File: src/rtl/rstf_pkg.sv
`timescale 1ns/1ps
package rstf_pkg;

   // Phase of the low-pulse qualifier, shared between qualifier and top
   typedef enum logic [1:0] {
      PH_IDLE   = 2'd0,   // no low episode in progress
      PH_TIMING = 2'd1,   // low episode being measured
      PH_HELD   = 2'd2    // low episode accepted as a reset
   } qual_phase_t;

endpackage

File: src/rtl/rstf_sync.sv
`timescale 1ns/1ps
module rstf_sync #(
   parameter int STAGES = 2
) (
   input  logic clk,
   input  logic por_n,
   input  logic din,
   output logic dout
);

   logic [STAGES-1:0] chain_q;

   generate
      if (STAGES == 2) begin : g_two
         always_ff @(posedge clk or negedge por_n) begin
            if (!por_n) chain_q <= '1;
            else        chain_q <= {chain_q[0], din};
         end
      end else begin : g_deep
         always_ff @(posedge clk or negedge por_n) begin
            if (!por_n) chain_q <= '1;
            else        chain_q <= {chain_q[STAGES-2:0], din};
         end
      end
   endgenerate

   assign dout = chain_q[STAGES-1];

endmodule

File: src/rtl/rstf_qualify.sv
`timescale 1ns/1ps
module rstf_qualify
   import rstf_pkg::*;
#(
   parameter int LOW_CYC   = 1500,
   parameter int SPIKE_CYC = 4
) (
   input  logic        clk,
   input  logic        por_n,
   input  logic        pin_s,      // synchronised pin, active low
   output qual_phase_t phase
);

   localparam int LW = $clog2(LOW_CYC + 1);
   localparam logic [LW-1:0] LOW_MAX = LW'(LOW_CYC);

   logic [LW-1:0] low_q;
   logic          in_episode;
   logic          at_max;
   logic          release_c;

   assign in_episode = (low_q != '0);
   assign at_max     = (low_q == LOW_MAX);

   // Spike window: picks how a high level ends a low episode
   generate
      if (SPIKE_CYC == 1) begin : g_no_window
         assign release_c = pin_s && in_episode;
      end else begin : g_window
         localparam int HW = $clog2(SPIKE_CYC);
         localparam logic [HW-1:0] HIGH_LAST = HW'(SPIKE_CYC - 1);
         logic [HW-1:0] high_q;

         assign release_c = pin_s && in_episode && (high_q == HIGH_LAST);

         always_ff @(posedge clk or negedge por_n) begin
            if (!por_n)                       high_q <= '0;
            else if (!pin_s || !in_episode)   high_q <= '0;
            else if (release_c)               high_q <= '0;
            else                              high_q <= high_q + 1'b1;
         end
      end
   endgenerate

   // Low-width counter: runs through short highs, saturates once accepted
   always_ff @(posedge clk or negedge por_n) begin
      if (!por_n) begin
         low_q <= '0;
      end else if (!pin_s) begin
         if (!at_max) low_q <= low_q + 1'b1;
      end else if (release_c) begin
         low_q <= '0;
      end else if (in_episode && !at_max) begin
         low_q <= low_q + 1'b1;
      end
   end

   always_comb begin
      if (at_max)          phase = PH_HELD;
      else if (in_episode) phase = PH_TIMING;
      else                 phase = PH_IDLE;
   end

endmodule

File: src/rtl/rstf_recover.sv
`timescale 1ns/1ps
module rstf_recover #(
   parameter int REC_CYC = 100
) (
   input  logic clk,
   input  logic por_n,
   input  logic hw_req,
   input  logic sw_req,
   output logic rst_out,
   output logic ready
);

   localparam int RW = $clog2(REC_CYC + 1);
   localparam logic [RW-1:0] REC_MAX = RW'(REC_CYC);

   logic          rst_q;
   logic [RW-1:0] rec_q;

   always_ff @(posedge clk or negedge por_n) begin
      if (!por_n) rst_q <= 1'b1;
      else        rst_q <= hw_req | sw_req;
   end

   always_ff @(posedge clk or negedge por_n) begin
      if (!por_n)                rec_q <= '0;
      else if (rst_q)            rec_q <= '0;
      else if (rec_q != REC_MAX) rec_q <= rec_q + 1'b1;
   end

   assign rst_out = rst_q;
   assign ready   = (rec_q == REC_MAX) && !rst_q;

endmodule

File: src/rtl/rstf_top.sv
`timescale 1ns/1ps
module rstf_top
   import rstf_pkg::*;
#(
   parameter int SYNC_STAGES = 2,
   parameter int REJECT_CYC  = 1000,
   parameter int ACCEPT_CYC  = 2000,
   parameter int LOW_CYC     = 1500,
   parameter int SPIKE_CYC   = 4,
   parameter int REC_CYC     = 100
) (
   input  logic clk,
   input  logic por_n,
   input  logic pin_n,
   input  logic sw_rst,
   output logic rst_out,
   output logic ready
);

   // Elaboration-time parameter checks
   if (SYNC_STAGES < 2) begin : g_bad_sync
      $error("rstf_top: SYNC_STAGES must be at least 2");
   end
   if (!(LOW_CYC > REJECT_CYC && LOW_CYC <= ACCEPT_CYC)) begin : g_bad_low
      $error("rstf_top: LOW_CYC must lie above REJECT_CYC and not above ACCEPT_CYC");
   end
   if (SPIKE_CYC < 1 || SPIKE_CYC >= LOW_CYC) begin : g_bad_spike
      $error("rstf_top: SPIKE_CYC must be in 1..LOW_CYC-1");
   end
   if (REC_CYC < 1) begin : g_bad_rec
      $error("rstf_top: REC_CYC must be at least 1");
   end

   logic        pin_s;
   qual_phase_t phase;
   logic        hw_req;

   rstf_sync #(.STAGES(SYNC_STAGES)) u_sync (
      .clk   (clk),
      .por_n (por_n),
      .din   (pin_n),
      .dout  (pin_s)
   );

   rstf_qualify #(.LOW_CYC(LOW_CYC), .SPIKE_CYC(SPIKE_CYC)) u_qual (
      .clk   (clk),
      .por_n (por_n),
      .pin_s (pin_s),
      .phase (phase)
   );

   assign hw_req = (phase == PH_HELD);

   rstf_recover #(.REC_CYC(REC_CYC)) u_rec (
      .clk     (clk),
      .por_n   (por_n),
      .hw_req  (hw_req),
      .sw_req  (sw_rst),
      .rst_out (rst_out),
      .ready   (ready)
   );

endmodule

File: config.mk
export PLATFORM = sky130hd
export DESIGN_NAME = rstf_top
export DESIGN_NICKNAME = d
export VERILOG_FILES = /design/src/rtl/rstf_pkg.sv /design/src/rtl/rstf_sync.sv /design/src/rtl/rstf_qualify.sv /design/src/rtl/rstf_recover.sv /design/src/rtl/rstf_top.sv
export SDC_FILE = /design/constraint.sdc
export NUM_CORES = 1
export LEC_CHECK = 0
export ABC_AREA = 1
export BUFFER_PORTS_ARGS = -buffer_cell sky130_fd_sc_hd__buf_2
export CORE_UTILIZATION = 53
export CTS_CLUSTER_SIZE = 28
export DETAILED_ROUTE_END_ITERATION = 16
export PLACE_DENSITY = 0.81
export SLEW_MARGIN = 10
export SYNTH_ARGS = -nofsm -noshare
export SYNTH_HDL_FRONTEND = slang
export SYNTH_SLANG_ARGS = --single-unit
File: constraint.sdc
create_clock -name clk -period 1.4 [get_ports clk]
set_clock_uncertainty 0.2 [all_clocks]
set_input_delay 0.28 -clock clk [delete_from_list [all_inputs] [get_ports clk]]
set_output_delay 0.28 -clock clk [all_outputs]
set_load 0.05 [all_outputs]
==> results of run 1 <==
## state kept, by name, indices dropped and copies added (netlist names)
name / flops
u_qual.low_q: 11
u_sync.chain_q: 2
u_rec.rec_q: 7
u_qual.g_window.high_q: 2
u_rec.rst_out: 1
## what timing repair did
item	CTS	global route
gates cloned	0	0
pin swaps	14	15
resized for setup	56	39
buffers inserted	16	8
hold buffers	3	0
endpoints found under the hold margin	22	0
endpoints found under the setup margin	23	23
## layout by cell type (no fill, tap or decap), drive strengths merged
| master | count |
|---|---|
| a21oi | 5 |
| a31oi | 1 |
| buf | 57 |
| clkbuf | 3 |
| clkinv | 1 |
| dfrtp | 20 |
| dfstp | 3 |
| dlygate4sd3 | 3 |
| ha | 5 |
| inv | 28 |
| nand2 | 35 |
| nand3 | 19 |
| nand4 | 3 |
| nor2 | 27 |
| nor3 | 6 |
| o211ai | 1 |
| o21ai | 9 |
| xor2 | 2 |
## layer usage
layer | global-route usage [%] | vias to the layer above | wire length, µm
li1 | - | 653 | -
met1 | 47.79 | 787 | 2091
met2 | 70.35 | 197 | 2868
met3 | 7.440 | 85 | 918
met4 | 21.62 | 0 | 708
met5 | 0 | - | 0
## cell families (layout without fill, tap and decap cells)
family                     Yosys count  after routing  share of synthesized area, %
AOI/OAI and AO/OA                   16             16                         7.626
xor gates and xnor gates             2              2                         1.352
adders and majority gates            5              5                         4.826
buffers and inverters               30             92                         9.845
DFF                                 23             23                         44.69
and+or+nand+nor                     90             90                         31.66
## cell type report
type / count / area [µm²]
Multi-Input combinational cell: 113 / 887.1
Fill cell: 54 / 95.09
Inverter: 28 / 110.1
Clock inverter: 1 / 5.005
Timing Repair Buffer: 60 / 518.0
Tap cell: 28 / 35.03
Sequential cell: 23 / 581.8
Clock buffer: 3 / 22.52
## through the flow
stage,area (µm²),std cells,hold WS [ns],setup WS [ns],total power [µW]
after floorplan,1321,166,-0.2156,-0.3360,1522
after global placement,1614,231,0.07199,-0.3176,1932
after detailed placement,1614,231,0.07560,-0.3684,2004
after CTS,1993,252,0.1791,-0.6021,2570
after global routing,2160,256,0.1955,-0.7520,3189
final,2160,256,0.1899,-0.7318,3148
## how the worst min path moves through the flow
stage	from	endpoint	slack [ns]
finish	u_sync.chain_q[0]	u_sync.chain_q[1]	0.19
global route	u_sync.chain_q[0]	u_sync.chain_q[1]	0.20
CTS	u_sync.chain_q[0]	u_sync.chain_q[1]	0.18
detailed placement	por_n	u_qual.low_q[8]	0.08
global placement	por_n	u_qual.low_q[8]	0.07
floorplan	por_n	u_qual.g_window.high_q[0]	-0.22
## where the power goes
| part | internal, µW | switching, µW | leakage, µW | total, µW |
|---|---|---|---|---|
| Clock | 107 | 214 | 0.0000177 | 321 |
| Sequential | 801 | 160 | 0.000289 | 960 |
| Combinational | 804 | 1060 | 0.000754 | 1870 |
==> reports/qor.yml, run 1 <==
yosys:
  yosysUniqueCellTypes: 25
  syn_area_um2: 1296
  async_reset_ff_share_pct: 100.0
  yosysWarnings: 0
  syn_inst: 166
  synth_area_leaders: "dfrtp_1, nand2_1, inv_1"
  synth-edff-count: 0
  synth-seq-cells: 23
  syn_avg_cell_area_um2: 7.809
  yosysTopAreaCellShare_pct: 38.61
  yosysTopAreaCell: "dfrtp_1"
  syn_nets: 175
  synthMostInstantiatedCell: "nand2_1"
  netlist_top_cells_count: "nand2_1, inv_1, nor2_1"
  yosysSeqAreaShare_pct: 44.69
  ys.flop_type: "dfrtp_1"
hold_path:
  holdPathStages: 0
  hold_class: "reg2reg"
floorplan:
  start_util_pct: 57.49
  io_pins: 6
  core_area_um2: 2255
  die_w_um: 51.46
  die_area_um2: 2648
  dieHeight_um: 51.46
  row_count: 17
sta:
  max_slew_margin_pct: 64.87
  post-route-period-util_pct: 152.3
  final_max_slew_viol_count: 0
  layout_min_cycle_time_ns: 2.132
  rsz0062_at_grt: "true"
  worst_pin_slew_ns: 0.5270
  fin_setup_tns_ns: -8.221
  finalSetupViolCount: 23
  fmax_mhz: 469.1
  setup_ws_ns: -0.7318
  hold_viol: 0
place:
  hpwl_mm: 2.130
  place_congestion: 0.8878
  port_buffers: 5
clock_network:
  cts_buffers: 3
  cts_sinks: 23
  clock-root-buffer: "clkbuf_4"
  cts_tree: "yes"
  htree_levels: 1
  cts.reportedPaths.clkPinSlew_ns: 0.14
  clock_latency_ns: 0.32
  clk_path_buf_depth: 2
status:
  violations: "negative setup slack"
  outcome: "complete, but fails checks"
critical_path:
  start_kind: "flip-flop"
  r2r-start: "u_rec.rec_q[0]"
  cp.buffers_inverters: 2
  crit_type: "reg2out"
  worst_path_max_delay_cell: "dfrtp_1"
  worstPathCellList: "inv_2 -> ha_4 -> nand2_4 -> nor3_4 -> nand3_2 -> nor2_4 -> buf_8"
  crit_path_max_fanout: 2
  cp.arrival_ns: 1.65
  r2r-end: "u_rec.rec_q[2]"
  path_delay_family: "simple AND/OR/NAND/NOR gates"
  endpoint_kind: "primary output"
  rrSetupSlack_ns: -0.63
  cp.required_ns: 0.92
  cp.depth: 7
  rr_worst_depth: 11
  setup.worst_path.end: "ready"
  critPathLaunch: "u_rec.rec_q[0]"
  critPathMaxStageDelay_ns: 0.42
run:
  cap_violations: 0
cells_and_area:
  drive_gt1_share_pct: 58.77
  finish.utilization_pct: 95.78
  area.growth.synth_to_final_pct: 66.60
  final_nets: 238
  n_antenna_cell: 0
routing:
  via_per_inst: 6.727
  wl_per_cell_um: 25.73
  wirelength_mm: 6.587
  drtIter0Drc: 171
  num_vias: 1722
  drc: 0
  postRouteAntennaNets: 0
  dr.pass1.iters: 7
power:
  ir_drop_mv: 1.588
  power.leakage_uw: 0.001060
  pwr_density_cell_nw_per_um2: 1458
grt:
  overflow: 0
  grt_pass1_vias: 1542
  antenna_found_initial: 0
  grt_start_max_net_pins: 24
  grt_util_all_layers_pct: 40.87
  grt_pass1_wl_mm: 7.472
No activity file was read; power rests on OpenSTA's default activity.
==> inputs of run 2 (changes only) <==
--- a/config.mk
+++ b/config.mk
@@ -5,12 +5,12 @@
 export SDC_FILE = /design/constraint.sdc
 export NUM_CORES = 1
 export LEC_CHECK = 0
-export ABC_AREA = 1
 export BUFFER_PORTS_ARGS = -buffer_cell sky130_fd_sc_hd__buf_2
-export CORE_UTILIZATION = 53
+export CORE_UTILIZATION = 38
+export CTS_BUF_LIST = sky130_fd_sc_hd__clkbuf_4
 export CTS_CLUSTER_SIZE = 28
 export DETAILED_ROUTE_END_ITERATION = 16
-export PLACE_DENSITY = 0.81
+export PLACE_DENSITY = 0.64
 export SLEW_MARGIN = 10
 export SYNTH_ARGS = -nofsm -noshare
 export SYNTH_HDL_FRONTEND = slang
==> run 2 against run 1 <==
  * The flow still finishes with violations (negative setup slack)
  * First-iteration DRC count shrank 73%
  * Combinational power shrank 26%
  * Area after synthesis shrank 5.1%
  * Highest routed layer unchanged
==> reports/qor.yml, run 2 <==
critical_path:
  crit_type: "reg2out"
  worst_path_max_delay_cell: "or4_4"
  worstPathCellList: "inv_2 -> ha_4 -> nand2_4 -> or4_4 -> nor2_4 -> buf_6"
  endpoint_kind: "primary output"
  crit_path_max_fanout: 2
  critPathMaxStageDelay_ns: 0.45
  cp.arrival_ns: 1.75
  start_kind: "flip-flop"
  cp.required_ns: 0.92
clock_network:
  cts_sinks: 23
  cts_buffers: 3
  clock_latency_ns: 0.33
  cts.reportedPaths.clkPinSlew_ns: 0.14
  clock-root-buffer: "clkbuf_4"
  cts_tree: "yes"
  clk_path_buf_depth: 2
  htree_levels: 1
place:
  port_buffers: 5
  place_inst: 208
  place_congestion: 0.7931
  hpwl_mm: 2.027
  place_area_um2: 1609
  dp_slack_ns: -0.6893
yosys:
  synthMostInstantiatedCell: "dfrtp_1"
  syn_inst: 129
  syn_avg_cell_area_um2: 9.534
  yosysUniqueCellTypes: 35
  yosysWarnings: 0
  async_reset_ff_share_pct: 100.0
  yosysTopAreaCellShare_pct: 40.69
  synth_area_leaders: "dfrtp_1, dfstp_2, ha_1"
  yosysTopAreaCell: "dfrtp_1"
  synth-edff-count: 0
  netlist_top_cells_count: "dfrtp_1, nand2_1, nor2_1"
  yosysSeqAreaShare_pct: 47.10
  syn_area_um2: 1230
  syn_nets: 138
  ys.flop_type: "dfrtp_1"
  synth-seq-cells: 23
grt:
  grt_pass1_wl_mm: 5.147
  overflow: 0
  grt_start_max_net_pins: 24
  grt_util_all_layers_pct: 20.00
  grt_pass1_vias: 1220
  antenna_found_initial: 0
floorplan:
  core_area_um2: 3053
  dieHeight_um: 58.89
  die_area_um2: 3468
  start_util_pct: 40.29
  die_w_um: 58.89
  row_count: 20
  io_pins: 6
power:
  ir_drop_mv: 1.001
  pwr_density_cell_nw_per_um2: 1356
  power.leakage_uw: 0.0008172
sta:
  max_slew_margin_pct: 65.89
  finalSetupViolCount: 20
  fin_setup_tns_ns: -10.16
  worst_pin_slew_ns: 0.5116
  setup_ws_ns: -0.8336
  fmax_mhz: 447.7
  final_max_slew_viol_count: 0
  rsz0062_at_grt: "true"
  hold_viol: 0
  post-route-period-util_pct: 159.5
  layout_min_cycle_time_ns: 2.234
cells_and_area:
  drive_gt1_share_pct: 48.89
  area.growth.synth_to_final_pct: 55.85
  finish.utilization_pct: 62.79
  final_common_cell: "buf_4"
  final_cell_mix: "buf_4, dfrtp_1, nand2_1"
  max_flop_register: "u_qual.low_q"
  n_antenna_cell: 0
  largest_reg_flops: 11
  final_nets: 190
  top_regs: "u_qual.low_q x11, u_rec.rec_q x7"
  layout.cells.non_filler: 224
  final_cell_area_um2: 1917
hold_path:
  hold_class: "reg2reg"
routing:
  wirelength_mm: 3.064
  via_per_inst: 5.089
  drc: 0
  postRouteAntennaNets: 0
  dr.pass1.iters: 4
  num_vias: 1140
  drtIter0Drc: 47
  wl_per_cell_um: 13.68
status:
  outcome: "complete, but fails checks"
  violations: "negative setup slack"
run:
  cap_violations: 0
## run 2: changes by cell type in the layout (fill, tap and decap cells not counted), sizes merged, moves of 4 or more
cell and delta:
nand2 -21, nor2 -15, or3 +6, o21ai -7, inv -22, and3 +4
buf -9, nand3 -10, xnor2 +7
## run 2: layout make-up
class	instances	area, µm²
fillers	261	1136
repair buffers	51	444.2
inverters	6	22.52
clock inverters	1	7.507
well taps	44	55.05
clock buffers	3	22.52
multi-input cells	96	785.8
flip-flops and latches	23	579.3
## run 2: critical path: cells and delay by family, from the launching register on
kind	cells	cell delay (ns)
and+or+nand+nor	3	0.61
DFF	1	0.42
buffers and inverters	2	0.24
adders and majority gates	1	0.14
## run 2: power by group
part / switching, µW / total, µW / internal, µW
logic: 671 / 1390 / 719
registers: 76.5 / 881 / 805
clock network: 219 / 328 / 110
## run 2: routing by layer
metal / vias to the layer above / GRT usage [%] / part of all wire [%]
met2: 19 / 37.66 / 55
li1: 557 / - / -
met3: 9 / 2.857 / 2.4
met5: - / 0 / 0
met4: 0 / 9.184 / 2.7
met1: 555 / 21.91 / 39
## run 2: kinds of logic (layout without fill, tap and decap cells)
kind of cell | count (synthesis) | in the layout | share of synthesized area, %
AO/OA/AOI/OAI | 15 | 15 | 8.241
XOR/XNOR | 9 | 9 | 6.409
adder cells (fa/ha/maj) | 5 | 5 | 5.086
buffers and inverters | 10 | 61 | 3.255
flip-flops | 23 | 23 | 47.10
multiplexers | 2 | 2 | 1.729
AND/OR/NAND/NOR | 65 | 65 | 28.18
## run 2: stage by stage
| stage | power [µW] | hold slack [ns] |
|---|---|---|
| after floorplan | 1560 | -0.2156 |
| after global placement | 1929 | 0.07350 |
| after detailed placement | 1975 | 0.07713 |
| after CTS | 2443 | 0.1726 |
| after global routing | 2780 | 0.1756 |
| final | 2600 | 0.1716 |
## run 2: worst paths after layout
check,depth (start not counted),from,end,slack (ns)
worst max-delay path,6,u_rec.rec_q[0],ready,-0.83
worst min-delay path,0,u_sync.chain_q[0],u_sync.chain_q[1],0.17
worst max register to register,4,u_qual.low_q[7],u_qual.low_q[3],-0.69
worst min register to register,0,u_sync.chain_q[0],u_sync.chain_q[1],0.17
max in group asynchronous,2,por_n,u_sync.chain_q[0],0.40
min in group asynchronous,2,por_n,u_rec.rec_q[6],0.23
## run 2: timing repair
| item | 4_1_cts | 5_1_grt |
|---|---|---|
| setup endpoints to repair | 23 | 23 |
| resized for setup | 22 | 17 |
| hold endpoints to repair | 22 | 0 |
| pin swaps | 6 | 12 |
| buffers inserted | 4 | 8 |
| hold buffers | 3 | 0 |
